### src/rtl/adc_host_pkg.sv
package adc_host_pkg;
    typedef enum logic [2:0] {
        M_IDLE,
        M_CNV,
        M_BUSY_HI,
        M_BUSY_LO,
        M_FRAME
    } main_st_e;

    typedef enum logic [2:0] {
        P_INIT,
        P_RESET,
        P_WAIT,
        P_DUMMY,
        P_READY,
        P_DOWN
    } pwr_st_e;
endpackage

### src/rtl/adc_sclk_tick.sv
module adc_sclk_tick #(
    parameter int HALF = 4
) (
    input  logic clk,
    input  logic rst_n,
    input  logic en,
    output logic tick
);
    localparam int HCW = (HALF > 1) ? $clog2(HALF) : 1;
    localparam logic [HCW-1:0] LAST = HCW'(HALF - 1);

    logic [HCW-1:0] cnt_d, cnt_q;

    always_comb begin
        cnt_d = cnt_q;
        tick  = 1'b0;
        if (!en) begin
            cnt_d = '0;
        end else if (cnt_q == LAST) begin
            tick  = 1'b1;
            cnt_d = '0;
        end else begin
            cnt_d = cnt_q + 1'b1;
        end
    end

    always_ff @(posedge clk or negedge rst_n) begin
        if (!rst_n) cnt_q <= '0;
        else        cnt_q <= cnt_d;
    end
endmodule

### src/rtl/adc_frame_shift.sv
module adc_frame_shift #(
    parameter int W = 16
) (
    input  logic         clk,
    input  logic         rst_n,
    input  logic         start,
    input  logic [W-1:0] tx_word,
    input  logic         tick,
    input  logic         sdo,
    output logic         active,
    output logic         sck,
    output logic         din,
    output logic         done,
    output logic [W-1:0] rx_word
);
    localparam int BW = $clog2(W);
    localparam logic [BW-1:0] LAST_BIT = BW'(W - 1);

    typedef struct packed {
        logic          active;
        logic          sck;
        logic [BW-1:0] bit_cnt;
        logic [W-1:0]  tx;
        logic [W-1:0]  rx;
        logic          done;
    } fr_s;

    fr_s d, q;

    always_comb begin
        d      = q;
        d.done = 1'b0;
        if (start && !q.active) begin
            d.active  = 1'b1;
            d.sck     = 1'b0;
            d.bit_cnt = '0;
            d.tx      = tx_word;
        end else if (q.active && tick) begin
            if (!q.sck) begin
                d.sck = 1'b1;
                d.rx  = {q.rx[W-2:0], sdo};
            end else begin
                d.sck = 1'b0;
                if (q.bit_cnt == LAST_BIT) begin
                    d.active = 1'b0;
                    d.done   = 1'b1;
                end else begin
                    d.bit_cnt = q.bit_cnt + 1'b1;
                    d.tx      = {q.tx[W-2:0], 1'b0};
                end
            end
        end
    end

    always_ff @(posedge clk or negedge rst_n) begin
        if (!rst_n) q <= '0;
        else        q <= d;
    end

    assign active  = q.active;
    assign sck     = q.sck;
    assign din     = q.active & q.tx[W-1];
    assign done    = q.done;
    assign rx_word = q.rx;

    // Serial clock never leaves idle outside a frame
    assert_sck_idle_low_R5: assert property (@(posedge clk) disable iff (!rst_n)
        !q.active |-> !q.sck);

    // Outgoing bit holds across every high phase of the serial clock
    assert_din_stable_high_R6: assert property (@(posedge clk) disable iff (!rst_n)
        q.sck |-> $stable(din));
endmodule

### src/rtl/adc_power_seq.sv
module adc_power_seq
    import adc_host_pkg::*;
#(
    parameter int RST_CYCLES   = 20,
    parameter int PWRUP_CYCLES = 20_000_000
) (
    input  logic clk,
    input  logic rst_n,
    input  logic pd_req,
    input  logic engine_idle,
    input  logic dummy_done,
    output logic dummy_start,
    output logic ready,
    output logic adc_reset,
    output logic adc_pd
);
    localparam int LIM = (RST_CYCLES > PWRUP_CYCLES) ? RST_CYCLES : PWRUP_CYCLES;
    localparam int CW  = $clog2(LIM + 1);
    localparam logic [CW-1:0] RST_LAST = CW'(RST_CYCLES - 1);
    localparam logic [CW-1:0] PWR_LAST = CW'(PWRUP_CYCLES - 1);

    typedef struct packed {
        pwr_st_e       st;
        logic [CW-1:0] cnt;
    } pw_s;

    pw_s d, q;

    always_comb begin
        d           = q;
        dummy_start = 1'b0;
        case (q.st)
            P_INIT: begin
                d.st  = P_RESET;
                d.cnt = '0;
            end
            P_RESET: begin
                if (q.cnt == RST_LAST) begin
                    d.st  = P_WAIT;
                    d.cnt = '0;
                end else begin
                    d.cnt = q.cnt + 1'b1;
                end
            end
            P_WAIT: begin
                if (q.cnt == PWR_LAST) begin
                    dummy_start = 1'b1;
                    d.st        = P_DUMMY;
                end else begin
                    d.cnt = q.cnt + 1'b1;
                end
            end
            P_DUMMY: if (dummy_done) d.st = P_READY;
            P_READY: if (pd_req && engine_idle) d.st = P_DOWN;
            P_DOWN: begin
                if (!pd_req) begin
                    d.st  = P_WAIT;
                    d.cnt = '0;
                end
            end
            default: d.st = P_INIT;
        endcase
    end

    always_ff @(posedge clk or negedge rst_n) begin
        if (!rst_n) q <= '{st: P_INIT, cnt: '0};
        else        q <= d;
    end

    assign ready     = (q.st == P_READY);
    assign adc_reset = (q.st == P_RESET);
    assign adc_pd    = (q.st == P_DOWN);

    // Power-down only entered from a quiet engine
    assert_pd_only_idle_R11: assert property (@(posedge clk) disable iff (!rst_n)
        $rose(adc_pd) |-> $past(engine_idle));
endmodule

### src/rtl/adc_sample_host.sv
module adc_sample_host
    import adc_host_pkg::*;
#(
    parameter int              WORD_W       = 16,
    parameter int              SCLK_HALF    = 4,
    parameter int              CNV_CYCLES   = 4,
    parameter int              RST_CYCLES   = 20,
    parameter int              PWRUP_CYCLES = 20_000_000,
    parameter logic [WORD_W-1:0] DEFAULT_CFG = '1
) (
    input  logic              clk,
    input  logic              rst_n,
    input  logic              req_valid,
    input  logic [WORD_W-1:0] req_cfg,
    input  logic              pd_req,
    output logic              ready,
    output logic              rsp_valid,
    output logic [WORD_W-1:0] rsp_data,
    output logic [WORD_W-1:0] rsp_cfg,
    output logic              adc_cnv,
    output logic              adc_cs_n,
    output logic              adc_sck,
    output logic              adc_din,
    input  logic              adc_sdo,
    input  logic              adc_busy,
    output logic              adc_reset,
    output logic              adc_pd
);
    localparam int CCW = $clog2(CNV_CYCLES + 1);
    localparam logic [CCW-1:0] CNV_LAST = CCW'(CNV_CYCLES - 1);

    typedef struct packed {
        main_st_e          st;
        logic [CCW-1:0]    cnt;
        logic              is_dummy;
        logic [WORD_W-1:0] cur_cfg;
        logic              pend_v;
        logic [WORD_W-1:0] pend_cfg;
        logic [WORD_W-1:0] shifted;
        logic [WORD_W-1:0] applied;
        logic [WORD_W-1:0] tag;
        logic              busy;
        logic              cnv;
        logic              rsp_v;
        logic [WORD_W-1:0] rsp_data;
        logic [WORD_W-1:0] rsp_cfg;
    } host_s;

    host_s d, q;

    logic              frame_start;
    logic              frame_done;
    logic              frame_active;
    logic [WORD_W-1:0] frame_rx;
    logic              sck_tick;
    logic              dummy_start;
    logic              dummy_done;
    logic              engine_idle;

    assign engine_idle = (q.st == M_IDLE) && !q.pend_v;

    always_comb begin
        d           = q;
        d.rsp_v     = 1'b0;
        d.busy      = adc_busy;
        frame_start = 1'b0;
        dummy_done  = 1'b0;
        if (req_valid && ready) begin
            d.pend_v   = 1'b1;
            d.pend_cfg = req_cfg;
        end
        case (q.st)
            M_IDLE: begin
                if (dummy_start) begin
                    d.is_dummy = 1'b1;
                    d.cur_cfg  = q.shifted;
                    d.cnv      = 1'b1;
                    d.cnt      = '0;
                    d.st       = M_CNV;
                end else if (q.pend_v) begin
                    d.is_dummy = 1'b0;
                    d.cur_cfg  = q.pend_cfg;
                    d.pend_v   = req_valid && ready;
                    d.cnv      = 1'b1;
                    d.cnt      = '0;
                    d.st       = M_CNV;
                end
            end
            M_CNV: begin
                if (q.cnt == CNV_LAST) begin
                    d.cnv = 1'b0;
                    d.st  = M_BUSY_HI;
                end else begin
                    d.cnt = q.cnt + 1'b1;
                end
            end
            M_BUSY_HI: if (q.busy) d.st = M_BUSY_LO;
            M_BUSY_LO: begin
                if (!q.busy) begin
                    d.tag       = q.applied;
                    d.applied   = q.shifted;
                    d.shifted   = q.cur_cfg;
                    frame_start = 1'b1;
                    d.st        = M_FRAME;
                end
            end
            M_FRAME: begin
                if (frame_done) begin
                    if (!q.is_dummy) begin
                        d.rsp_v    = 1'b1;
                        d.rsp_data = frame_rx;
                        d.rsp_cfg  = q.tag;
                    end
                    dummy_done = q.is_dummy;
                    d.st       = M_IDLE;
                end
            end
            default: d.st = M_IDLE;
        endcase
    end

    always_ff @(posedge clk or negedge rst_n) begin
        if (!rst_n) begin
            q          <= '0;
            q.st       <= M_IDLE;
            q.cur_cfg  <= DEFAULT_CFG;
            q.shifted  <= DEFAULT_CFG;
            q.applied  <= DEFAULT_CFG;
            q.tag      <= DEFAULT_CFG;
        end else begin
            q <= d;
        end
    end

    adc_sclk_tick #(.HALF(SCLK_HALF)) u_tick (
        .clk   (clk),
        .rst_n (rst_n),
        .en    (frame_active),
        .tick  (sck_tick)
    );

    adc_frame_shift #(.W(WORD_W)) u_frame (
        .clk     (clk),
        .rst_n   (rst_n),
        .start   (frame_start),
        .tx_word (q.cur_cfg),
        .tick    (sck_tick),
        .sdo     (adc_sdo),
        .active  (frame_active),
        .sck     (adc_sck),
        .din     (adc_din),
        .done    (frame_done),
        .rx_word (frame_rx)
    );

    adc_power_seq #(
        .RST_CYCLES   (RST_CYCLES),
        .PWRUP_CYCLES (PWRUP_CYCLES)
    ) u_pwr (
        .clk         (clk),
        .rst_n       (rst_n),
        .pd_req      (pd_req),
        .engine_idle (engine_idle),
        .dummy_done  (dummy_done),
        .dummy_start (dummy_start),
        .ready       (ready),
        .adc_reset   (adc_reset),
        .adc_pd      (adc_pd)
    );

    assign adc_cs_n  = ~frame_active;
    assign adc_cnv   = q.cnv;
    assign rsp_valid = q.rsp_v;
    assign rsp_data  = q.rsp_data;
    assign rsp_cfg   = q.rsp_cfg;

    // Serial link stays quiet from strobe until busy has dropped
    assert_quiet_in_conv_R4: assert property (@(posedge clk) disable iff (!rst_n)
        (q.st == M_CNV || q.st == M_BUSY_HI || q.st == M_BUSY_LO) |-> (adc_cs_n && !adc_sck));

    // Strobe never overlaps an open frame
    assert_cnv_outside_frame_R4: assert property (@(posedge clk) disable iff (!rst_n)
        adc_cnv |-> adc_cs_n);

    // Results only reach the user once the converter is ready
    assert_rsp_when_ready_R10: assert property (@(posedge clk) disable iff (!rst_n)
        rsp_valid |-> ready);

    // Result strobe lasts a single cycle
    assert_rsp_single_R7: assert property (@(posedge clk) disable iff (!rst_n)
        rsp_valid |=> !rsp_valid);
endmodule

### config.mk
export PLATFORM = sky130hd
export DESIGN_NAME = adc_sample_host
export DESIGN_NICKNAME = d
export VERILOG_FILES = /design/src/rtl/adc_host_pkg.sv /design/src/rtl/adc_sclk_tick.sv /design/src/rtl/adc_frame_shift.sv /design/src/rtl/adc_power_seq.sv /design/src/rtl/adc_sample_host.sv
export SDC_FILE = /design/constraint.sdc
export NUM_CORES = 1
export LEC_CHECK = 0
export ABC_AREA = 1
export BUFFER_PORTS_ARGS = -buffer_cell sky130_fd_sc_hd__buf_2
export CAP_MARGIN = 20
export CORE_MARGIN = 2
export CORE_UTILIZATION = 60
export CTS_CLUSTER_DIAMETER = 200
export DETAILED_ROUTE_END_ITERATION = 8
export PLACE_DENSITY = 0.79
export SLEW_MARGIN = 10
export SYNTH_ARGS = -nofsm -noshare
export SYNTH_HDL_FRONTEND = slang
export SYNTH_HIERARCHICAL = 1
export SYNTH_SLANG_ARGS = --single-unit
export TNS_END_PERCENT = 50
### constraint.sdc
create_clock -name clk -period 5.3 [get_ports clk]
set_input_delay 0.265 -clock clk [delete_from_list [all_inputs] [get_ports clk]]
set_output_delay 0.265 -clock clk [all_outputs]
set_load 0.005 [all_outputs]
==> results of run 1 <==
[repair_timing]
action                                  CTS  global route
hold endpoints to repair                 70             0
hold buffers                              2             0
endpoints found under the setup margin    0             0
[cell usage after synthesis (5+ instances only)]
library cell    n  area [um2]
buf_2          19        95.1
nand2_1       409        1540
nor2_1         61         229
dfrtp_1       128        3200
buf_6          11         124
o21ai_2        15         131
clkbuf_1        7        26.3
buf_4          54         405
nand4_1        12        75.1
nand2_2         6        37.5
o21ai_0        65         325
o211ai_1       12        90.1
mux2_2         16         180
nor3_1          8        40.0
nand3_1        76         380
a22oi_1        16         120
a21oi_1         7        35.0
o21ai_1        11        55.1
nor2_4          5        56.3
inv_1          76         285
inv_2          10        37.5
dfstp_2        64        1680
xor2_1          8        70.1
ha_1            5        62.6
[final timing paths]
path | end | startpoint | slack, ps | cells past startpoint
min in group asynchronous | u_pwr/q[4]$_DFFE_PN0P_ | rst_n | 440 | 2
min reg2reg | u_tick/cnt_q[0]$_DFF_PN0_ | u_tick/cnt_q[0]$_DFF_PN0_ | 430 | 1
min | q[85]$_DFFE_PN0N_ | req_cfg[2] | 50 | 2
max | q[118]$_DFFE_PN0P_ | u_pwr/q[0]$_DFFE_PN0P_ | 2190 | 15
max reg2reg | q[118]$_DFFE_PN0P_ | u_pwr/q[0]$_DFFE_PN0P_ | 2190 | 15
max in group asynchronous | u_frame/rx_word[10]$_DFFE_PN0P_ | rst_n | 3620 | 3
[cell families after synthesis]
logic type	Yosys count	share of synthesized area
buffers and inverters	178	0.103
AO/OA/AOI/OAI	131	0.0840
flip-flops	192	0.516
XOR/XNOR	8	0.00740
multiplexers	16	0.0190
AND/OR/NAND/NOR	591	0.264
adder cells (fa/ha/maj)	5	0.00661
[layout make-up]
cell class              count  area [um2]
fillers                  1254        5250
flip-flops and latches    192        4880
multi-input cells         751        3600
clock buffers              17         425
repair buffers             69         379
inverters                  86         323
well taps                 211         264
clock inverters            15         183
[worst register-to-register path, cell delays in order (launching register included)]
cell	delay, ps
dfrtp_1	450
ha_1	350
inv_2	90
nor2_2	230
nand2_4	100
inv_1	130
nand4_1	110
nor2_1	100
buf_4	260
inv_1	90
nand2_1	100
nand3_2	480
nand2_1	310
inv_1	90
nand2_1	60
nand2_1	50
[per-stage QoR]
| step | worst slack (ps) | power, mW | instance area, um2 | util | hold WS [ps] |
|---|---|---|---|---|---|
| floorplan | 3150 | 1.98 | 9460 | - | -30.6 |
| global placement | 2310 | 2.01 | 9430 | 0.616 | 364 |
| detailed placement | 2260 | 2.02 | 9430 | 0.616 | 372 |
| CTS | 2220 | 3.31 | 10100 | 0.657 | 42.1 |
| global route | 1870 | 3.43 | 10100 | 0.657 | 48.7 |
| finish | 2190 | 3.29 | 10100 | 0.657 | 53.8 |
[power groups by stage]
stage	clock, mW	sequential [mW]	combinational [mW]
floorplan	0	1.62	0.354
global placement	0	1.64	0.374
detailed placement	0	1.64	0.383
CTS	1.31	1.61	0.388
global route	1.37	1.63	0.443
finish	1.29	1.61	0.387
[layer usage]
layer | track usage | routed length (um)
met1 | 0.358 | 9280
met2 | 0.386 | 9110
met3 | 0.0396 | 892
met4 | 0.0917 | 364
met5 | 0 | 0
[state kept, by name, summed over array words and instances, names as in the netlist]
name and cells:
u_frame/active 1, q 89, rsp_cfg 16, rsp_valid 1, adc_cnv 1, u_frame/rx_word 16
rsp_data 16, u_pwr/q 28, u_frame/done 1, u_tick/cnt_q 2, u_frame/q 20, u_frame/sck 1
==> results.sh, run 1 <==
export IMPL_finalNetCount=1144
export IMPL_cp_required_ps=5630
export IMPL_drv_cap=0
export IMPL_finalSetupTns_ps=0
export IMPL_first_iter_violations=681
export IMPL_crit_family="simple AND/OR/NAND/NOR gates"
export IMPL_cts_path_max_buffers=2
export IMPL_die_w_um=130
export IMPL_die_area_mm2=0.0168
export IMPL_initial_core_util=0.618
export IMPL_post_cts_setup_buffers=0
export IMPL_port_buffers=61
export IMPL_fin_skew_ps=9.65
export IMPL_syn_to_final_growth_pct=6.33
export IMPL_insertion_delay_ps=440
export IMPL_tightestPinTransition_ps=1070
export IMPL_layout_min_cycle_time_ps=3110
export IMPL_fmax_mhz=321
export IMPL_ios=62
export IMPL_synth_seq_cells=192
export IMPL_critPathLaunchType="flip-flop"
export IMPL_mostFrequentLayoutCells="409 x nand2_1, 128 x dfrtp_1, 76 x inv_1, 76 x nand3_1, 65 x o21ai_0"
export IMPL_crit_chain="ha_1, inv_2, nor2_2, nand2_4, inv_1, nand4_1, nor2_1, buf_4, inv_1, nand2_1, nand3_2, nand2_1, inv_1, nand2_1, nand2_1"
export IMPL_grt_pass1_wl_um=32800
export IMPL_swShare=0.304
export IMPL_gp_congestion=0.929
export IMPL_grt_max_degree=88
export IMPL_cpMostUsedCell="nand2_1"
export IMPL_vias=7224
export IMPL_cts_tree="done"
export IMPL_synthCells=1121
export IMPL_setup_viol_count_final=0
export IMPL_seqPwrFrac=0.491
export IMPL_power_density_mw_per_mm2=327
export IMPL_htree_num_levels=4
export IMPL_drc=0
export IMPL_rows=45
export IMPL_ant_nets=0
export IMPL_cts_root_buf="clkbuf_16"
export IMPL_worstSetupEndpointType="flip-flop"
export IMPL_cts_buffers=17
export IMPL_max_slew_margin=0.283
export IMPL_outcome="finished, final reports clean"
export IMPL_syn_area_per_cell_um2=8.44
export IMPL_clock_sinks=192
export IMPL_fin_cells=1341
export IMPL_ys_seq_area_frac=0.516
export IMPL_hold_viol_final=0
export IMPL_routed_wl_um=19600
export IMPL_max_vdd_ir_drop_mv=0.230
export IMPL_internal_power_mw=2.29
export IMPL_final_common_cell="nand2_1"
export IMPL_grt_usage=0.249
export IMPL_clk_pin_slew_worst_paths_ps=80
export IMPL_cpPeakStageDelay_ps=480
export IMPL_crit_type="flip-flop to flip-flop"
export IMPL_async_reset_ff_frac=1.00
export IMPL_yosysWarnings=6
export IMPL_combPwrFrac=0.118
export IMPL_die_y_um=130
export IMPL_grt_pass1_vias=6649
export IMPL_hold_class="primary input to flip-flop"
export IMPL_yosys_cell_types_count=34
export IMPL_antenna_cells=0
export IMPL_post_cts_resized=0
export IMPL_path_max_fanout=37
export IMPL_synth_edff_count=0
export IMPL_drive_above_1_share=0.203
export IMPL_detail_route_wl_per_cell_um=14.6
export IMPL_grt_overflow_total=0
export IMPL_synth_nets=1148
export IMPL_critPathArrivalTime_ps=3440
export IMPL_core_area_mm2=0.0153
export IMPL_clkPwrFrac=0.391
export IMPL_post_place_cells=1307
export IMPL_dr_pass1_iters=5
export IMPL_cp_num_buf_inv=5
export IMPL_viasPerCell=5.39
export IMPL_dp_hpwl_um=13200
export IMPL_drv_slew=0
export IMPL_p_sw_uw=999
export IMPL_synthFlopType="dfrtp_1"
export IMPL_antenna_found_initial=0
export IMPL_p_leak_nw=4.93
export IMPL_period_share=0.587
export IMPL_cp_slowest_cell="nand3_2"
export IMPL_rsz0062_at_grt="no"
export IMPL_netlist_area_mm2=0.00946
No activity file was read; power rests on OpenSTA's default activity.
==> run 2, diff against run 1 <==
--- a/config.mk
+++ b/config.mk
@@ -5,14 +5,14 @@
 export SDC_FILE = /design/constraint.sdc
 export NUM_CORES = 1
 export LEC_CHECK = 0
-export ABC_AREA = 1
+export ABC_AREA = 0
 export BUFFER_PORTS_ARGS = -buffer_cell sky130_fd_sc_hd__buf_2
 export CAP_MARGIN = 20
 export CORE_MARGIN = 2
-export CORE_UTILIZATION = 60
+export CORE_UTILIZATION = 55
 export CTS_CLUSTER_DIAMETER = 200
 export DETAILED_ROUTE_END_ITERATION = 8
-export PLACE_DENSITY = 0.79
+export PLACE_DENSITY = 0.77
 export SLEW_MARGIN = 10
 export SYNTH_ARGS = -nofsm -noshare
 export SYNTH_HDL_FRONTEND = slang
==> constraint.sdc (replaced) <==
create_clock -name clk -period 2.7 [get_ports clk]
set_input_delay 0.135 -clock clk [delete_from_list [all_inputs] [get_ports clk]]
set_output_delay 0.135 -clock clk [all_outputs]
set_load 0.005 [all_outputs]
==> results.sh, run 2 <==
export IMPL_max_slew_margin=0.264
export IMPL_grt_usage=0.210
export IMPL_mostFrequentLayoutCells="128 x dfrtp_1, 99 x mux2_2, 64 x dfstp_2"
export IMPL_die_area_mm2=0.0173
export IMPL_worstHoldStart="pd_req"
export IMPL_yosysTopAreaCellShare=0.358
export IMPL_yosys_area_top_type="dfrtp_1"
export IMPL_regMostFlops="q"
export IMPL_synth_seq_cells=192
export IMPL_viasPerCell=5.93
export IMPL_layout_min_cycle_time_ps=2630
export IMPL_insertion_delay_ps=430
export IMPL_dp_hpwl_um=11500
export IMPL_antenna_cells=0
export IMPL_initial_core_util=0.562
export IMPL_synth_most_common_cell="dfrtp_1"
export IMPL_outcome="finished, final reports clean"
export IMPL_synth_nets=747
export IMPL_yosys_cell_types_count=67
export IMPL_dr_pass1_iters=5
export IMPL_die_w_um=131
export IMPL_worst_r2r_path_depth=7
export IMPL_cp_slowest_cell="or4_1"
export IMPL_crit_chain="ha_1, nand4_2, or4_1, nor3_4, or4b_4, o22ai_1, nor2_1"
export IMPL_crit_type="flip-flop to flip-flop"
export IMPL_min_path_cells=3
export IMPL_nFillCells=1246
export IMPL_period_share=0.975
export IMPL_reg2reg_from="u_pwr/q[0]$_DFFE_PN0P_"
export IMPL_largest_register_ffs=89
export IMPL_final_common_cell="dfrtp_1"
export IMPL_routed_wl_um=17600
export IMPL_cts_root_buf="clkbuf_16"
export IMPL_vias=5771
export IMPL_rrSetupSlack_ps=70
export IMPL_gp_congestion=0.874
export IMPL_ios=62
export IMPL_hold_end="u_pwr/q[27]$_DFFE_PN0P_"
export IMPL_fin_skew_ps=14.8
export IMPL_syn_area_per_cell_um2=12.4
export IMPL_path_max_fanout=9
export IMPL_grt_max_degree=75
export IMPL_synth_edff_count=0
export IMPL_cpPeakStageDelay_ps=610
export IMPL_critPathLaunchType="flip-flop"
export IMPL_cp_num_buf_inv=0
export IMPL_tightestPinTransition_ps=1100
export IMPL_cts_path_max_buffers=2
export IMPL_detail_route_wl_per_cell_um=18.1
export IMPL_cts_buffers=17
export IMPL_finalSetupTns_ps=0
export IMPL_die_y_um=131
export IMPL_grt_pass1_wl_um=29500
export IMPL_fmax_mhz=380
export IMPL_grt_overflow_total=0
export IMPL_core_area_mm2=0.0159
export IMPL_ys_seq_area_frac=0.547
export IMPL_cp_required_ps=3060
export IMPL_drv_cap=0
export IMPL_port_buffers=61
export IMPL_hold_class="primary input to flip-flop"
export IMPL_drive_above_1_share=0.410
export IMPL_rows=46
export IMPL_hold_viol_final=0
export IMPL_ant_nets=0
export IMPL_yosys_top_cells_area="dfrtp_1 36%, dfstp_2 19%, mux2_2 12%, buf_4 4.9%, o22ai_1 1.8%"
export IMPL_async_reset_ff_frac=1.00
export IMPL_critPathArrivalTime_ps=2990
export IMPL_drc=0
export IMPL_netlist_area_mm2=0.00893
export IMPL_htree_num_levels=4
export IMPL_max_vdd_ir_drop_mv=0.500
export IMPL_clock_sinks=192
export IMPL_yosysWarnings=6
export IMPL_drv_slew=0
export IMPL_p_leak_nw=4.47
export IMPL_setup_viol_count_final=0
export IMPL_syn_to_final_growth_pct=10.2
export IMPL_totalPowerFinal_mw=6.75
export IMPL_synthFlopType="dfrtp_1"
export IMPL_reg_top3="q: 89 flops, u_pwr/q: 28 flops, u_frame/q: 20 flops"
export IMPL_worstSetupEndpointType="flip-flop"
export IMPL_grt_pass1_vias=6026
export IMPL_crit_family="simple AND/OR/NAND/NOR gates"
export IMPL_reg2reg_to="q[105]$_DFFE_PN1P_"
export IMPL_synth_common_cells="128 x dfrtp_1, 99 x mux2_2, 64 x dfstp_2, 58 x buf_4, 40 x nor2_1"
export IMPL_power_density_mw_per_mm2=686
export IMPL_first_iter_violations=436
export IMPL_clk_pin_slew_worst_paths_ps=70
export IMPL_synthCells=720
export IMPL_finalNetCount=772
export IMPL_antenna_found_initial=0
export IMPL_cts_tree="done"
[run 2: changes by cell type in the layout (fill, tap and decap cells not counted), moves of 16 or more]
cell,delta
nand2_1,-370
mux2_2,+83
inv_1,-64
nand3_1,-61
o21ai_0,-55
o22ai_1,+25
nor2_1,-20
dlygate4sd3_1,+17
a22oi_1,-16
[run 2: stage by stage]
step | hold WS [ps] | instances | setup WS, ps | utilization | instance area (um2)
2_1_floorplan | -161 | 720 | 77.6 | - | 8930
3_3_place_gp | 192 | 922 | 163 | 0.570 | 9050
3_5_place_dp | 205 | 922 | 76.2 | 0.570 | 9050
4_1_cts | 125 | 973 | 50.9 | 0.618 | 9810
5_1_grt | 148 | 974 | -50.4 | 0.620 | 9840
6_report | 158 | 974 | 66.4 | 0.620 | 9840
[run 2: how the worst max path moves through the flow]
stage,startpoint,endpoint,slack [ps],cells past startpoint
after global routing,u_pwr/q[0]$_DFFE_PN0P_,q[103]$_DFFE_PN1P_,-50,7
after CTS,u_pwr/q[0]$_DFFE_PN0P_,q[105]$_DFFE_PN1P_,50,7
after detailed placement,u_pwr/q[0]$_DFFE_PN0P_,q[105]$_DFFE_PN1P_,80,7
after global placement,u_pwr/q[0]$_DFFE_PN0P_,q[115]$_DFFE_PN1P_,160,7
after floorplan,u_pwr/q[0]$_DFFE_PN0P_,q[109]$_DFFE_PN1P_,80,9
final,u_pwr/q[0]$_DFFE_PN0P_,q[105]$_DFFE_PN1P_,70,7
[run 2: cells by family after synthesis]
| logic type | synth area share |
|---|---|
| mux | 0.147 |
| compound gates | 0.119 |
| buf+inv | 0.0751 |
| xor+xnor | 0.00784 |
| flops | 0.547 |
| fa+ha+maj | 0.00700 |
| simple gates | 0.0976 |
[run 2: worst reg2reg max path, stage by stage, from the launching register on]
cell     delay, ps
dfrtp_1        430
ha_1           270
nand4_2        120
or4_1          610
nor3_4         300
or4b_4         590
o22ai_1        200
nor2_1          60
[run 2: area by class of cell]
type / instances / area [um2] / share of cell area
Timing Repair Buffer: 94 / 644 / 0.0655
Tap cell: 216 / 270 / 0.0275
Clock buffer: 21 / 472 / 0.0479
Multi-Input combinational cell: 428 / 3430 / 0.348
Inverter: 12 / 45.0 / 0.00458
Sequential cell: 192 / 4880 / 0.496
Clock inverter: 11 / 96.3 / 0.00979
[run 2: report_power, final]
group          leakage, nW  switching (mW)  internal [mW]  total [mW]
Clock                0.278            1.10           1.29        2.39
Sequential            2.37           0.202           3.09        3.30
Combinational         1.83           0.526          0.541        1.07
Total                 4.47            1.83           4.92        6.75
[run 2: metal layers]
layer,vias up,track usage,routed length [um]
li1,2631,-,-
met1,2931,0.259,7320
met2,166,0.353,8850
met3,43,0.0478,849
met4,0,0.100,596
met5,-,0,0
[run 2: repair_timing]
action | 4_1_cts | 5_1_grt
gates resized for setup | 0 | 5
endpoints found under the setup margin | 0 | 17
endpoints found under the hold margin | 72 | 0
hold buffers | 19 | 0
buffers inserted | 0 | 0
==> run 3, diff against run 2 <==
--- a/config.mk
+++ b/config.mk
@@ -6,16 +6,15 @@
 export NUM_CORES = 1
 export LEC_CHECK = 0
 export ABC_AREA = 0
-export BUFFER_PORTS_ARGS = -buffer_cell sky130_fd_sc_hd__buf_2
 export CAP_MARGIN = 20
 export CORE_MARGIN = 2
-export CORE_UTILIZATION = 55
+export CORE_UTILIZATION = 57
 export CTS_CLUSTER_DIAMETER = 200
 export DETAILED_ROUTE_END_ITERATION = 8
-export PLACE_DENSITY = 0.77
+export DONT_BUFFER_PORTS = 1
+export PLACE_DENSITY = 0.75
 export SLEW_MARGIN = 10
 export SYNTH_ARGS = -nofsm -noshare
 export SYNTH_HDL_FRONTEND = slang
-export SYNTH_HIERARCHICAL = 1
 export SYNTH_SLANG_ARGS = --single-unit
 export TNS_END_PERCENT = 50
==> results.sh, run 3 <==
export IMPL_cts_path_max_buffers=2
export IMPL_clk_pin_slew_worst_paths_ps=70
export IMPL_ios=62
export IMPL_cts_tree="done"
export IMPL_die_w_um=127
export IMPL_synth_seq_cells=192
export IMPL_fmax_mhz=429
export IMPL_core_area_mm2=0.0146
export IMPL_antenna_found_initial=0
export IMPL_largest_register_ffs=89
export IMPL_p_leak_nw=4.06
export IMPL_finalSetupTns_ps=0
export IMPL_combPwrFrac=0.110
export IMPL_fin_skew_ps=8.62
export IMPL_synth_compound_area_frac=0.0820
export IMPL_ys_seq_area_frac=0.568
export IMPL_final_common_cell="dfrtp_1"
export IMPL_first_iter_violations=321
export IMPL_dp_hpwl_um=10600
export IMPL_crit_type="flip-flop to flip-flop"
export IMPL_die_area_mm2=0.0161
export IMPL_grt_overflow_total=0
export IMPL_p_sw_mw=1.64
export IMPL_critPathLaunchType="flip-flop"
export IMPL_drive_above_1_share=0.325
export IMPL_initial_core_util=0.588
export IMPL_max_vdd_ir_drop_mv=0.537
export IMPL_tightestPinTransition_ps=820
export IMPL_layout_min_cycle_time_ps=2330
export IMPL_post_cts_setup_buffers=0
export IMPL_routed_wl_um=16300
export IMPL_nFillCells=1079
export IMPL_swShare=0.249
export IMPL_critPathArrivalTime_ps=2660
export IMPL_internal_power_mw=4.96
export IMPL_drv_slew=0
export IMPL_netlist_area_mm2=0.00861
export IMPL_async_reset_ff_frac=1.00
export IMPL_regMostFlops="q"
export IMPL_multiInputGateArea_mm2=0.00328
export IMPL_syn_to_final_growth_pct=8.58
export IMPL_dr_pass1_iters=4
export IMPL_worst_r2r_path_depth=6
export IMPL_yosys_top_cells_area="dfrtp_1 37%, dfstp_2 20%, mux2_2 15%, buf_4 3.0%, mux2i_1 1.9%"
export IMPL_antenna_cells=0
export IMPL_yosysWarnings=0
export IMPL_hold_slack_ps=-596
export IMPL_clkPwrFrac=0.398
export IMPL_htree_num_levels=4
export IMPL_grt_max_degree=193
export IMPL_synth_nets=732
export IMPL_cts_buffers=17
export IMPL_power_density_mw_per_mm2=706
export IMPL_mostFrequentLayoutCells="128 x dfrtp_1, 112 x mux2_2, 64 x dfstp_2"
export IMPL_worstSetupEndpointType="flip-flop"
export IMPL_max_slew_margin=0.454
export IMPL_synthAdderAreaFrac=0.00727
export IMPL_drc=0
export IMPL_synthFlopType="dfrtp_1"
export IMPL_synth_top_family_by_area="multiplexers"
export IMPL_gp_congestion=0.835
export IMPL_register_area_mm2=0.00488
export IMPL_synthMuxAreaShare=0.165
export IMPL_yosys_area_top_type="dfrtp_1"
export IMPL_seqPwrFrac=0.492
export IMPL_path_max_fanout=47
export IMPL_rows=44
export IMPL_setup_viol_count_final=0
export IMPL_synth_common_cells="128 x dfrtp_1, 112 x mux2_2, 64 x dfstp_2, 42 x nand2_1"
export IMPL_cp_required_ps=3030
export IMPL_detail_route_wl_per_cell_um=18.6
export IMPL_finalNetCount=710
export IMPL_synth_edff_count=0
export IMPL_synth_xor_area_frac=0.00916
export IMPL_grt_pass1_vias=5460
export IMPL_yosysTopAreaCellShare=0.372
export IMPL_port_buffers=0
export IMPL_vias=5270
export IMPL_viasPerCell=5.99
export IMPL_outcome="finished with violations"
export IMPL_post_cts_resized=0
export IMPL_drv_cap=0
export IMPL_hold_viol_final=192
export IMPL_yosys_cell_types_count=52
export IMPL_rsz0062_at_grt="no"
export IMPL_cts_root_buf="clkbuf_16"
export IMPL_die_y_um=127
export IMPL_clock_sinks=192
export IMPL_grt_pass1_wl_um=27200
export IMPL_utilization=0.638
export IMPL_syn_area_per_cell_um2=12.2
export IMPL_synth_simple_area_share=0.115
export IMPL_violations="negative hold slack"
export IMPL_synth_most_common_cell="dfrtp_1"
export IMPL_reg_top3="q: 89 flops, u_pwr.q: 28 flops, u_frame.q: 20 flops"
export IMPL_hold_class="primary input to asynchronous set/reset pin"
export IMPL_hold_buffers=19
export IMPL_ant_nets=0
export IMPL_synthCells=705
export IMPL_period_share=0.864
export IMPL_grt_usage=0.214
export IMPL_insertion_delay_ps=430
[run 3: layout make-up]
type / instances / area share
clock inverters: 8 / 0.0115
repair buffers: 30 / 0.0305
clock buffers: 24 / 0.0561
inverters: 8 / 0.00321
well taps: 184 / 0.0246
multi-input cells: 434 / 0.351
flip-flops and latches: 192 / 0.523
[run 3: power by group through the flow]
| stage | Combinational [mW] | Sequential [mW] | Clock, mW |
|---|---|---|---|
| 2_1_floorplan | 0.569 | 3.24 | 0 |
| 3_3_place_gp | 0.663 | 3.28 | 0 |
| 3_5_place_dp | 0.704 | 3.29 | 0 |
| 4_1_cts | 0.728 | 3.25 | 2.68 |
| 6_report | 0.724 | 3.25 | 2.63 |
| 5_1_grt | 0.798 | 3.27 | 2.81 |
[run 3: path summary, 6_finish.rpt]
path | to | slack [ps] | start
max | q[113]$_DFFE_PN1P_ | 370 | u_pwr.q[26]$_DFFE_PN0P_
min | u_pwr.q[27]$_DFFE_PN0P_ | -600 | rst_n
max reg2reg | q[113]$_DFFE_PN1P_ | 370 | u_pwr.q[26]$_DFFE_PN0P_
min reg2reg | u_tick.cnt_q[0]$_DFF_PN0_ | 430 | u_tick.cnt_q[0]$_DFF_PN0_
max in group asynchronous | q[111]$_DFFE_PN1P_ | 2930 | rst_n
min in group clk | u_pwr.q[26]$_DFFE_PN0P_ | 70 | pd_req
[run 3: cells by family (layout without fill, tap and decap cells)]
logic type / after synthesis / count (layout)
simple gates: 182 / 182
flops: 192 / 192
buf+inv: 79 / 70
compound gates: 110 / 110
mux: 128 / 128
fa+ha+maj: 5 / 5
xor+xnor: 9 / 9
[run 3: layer usage]
layer,track usage,vias to the layer above,share of wire
met5,0,-,0
met2,0.365,114,0.52
met3,0.0527,21,0.040
met4,0.0737,0,0.019
met1,0.269,2680,0.42
li1,-,2455,-
[run 3: per-stage QoR]
stage          power (mW)  setup slack [ps]  cells  cell area [um2]  hold slack (ps)
2_1_floorplan        3.81               650    705             8610             -161
3_5_place_dp         4.00               379    829             8520             -153
6_report             6.60               366    880             9350             -596
4_1_cts              6.66               366    880             9350             -612
5_1_grt              6.89               136    880             9350             -620
3_3_place_gp         3.94               490    829             8520             -156
[run 3: worst max-delay path, stage by stage (launching register included)]
cell	delay [ps]
dfrtp_1	470
nor3b_1	490
nand2_1	180
nor4_4	250
buf_12	290
o21ai_2	280
o2bb2ai_1	240
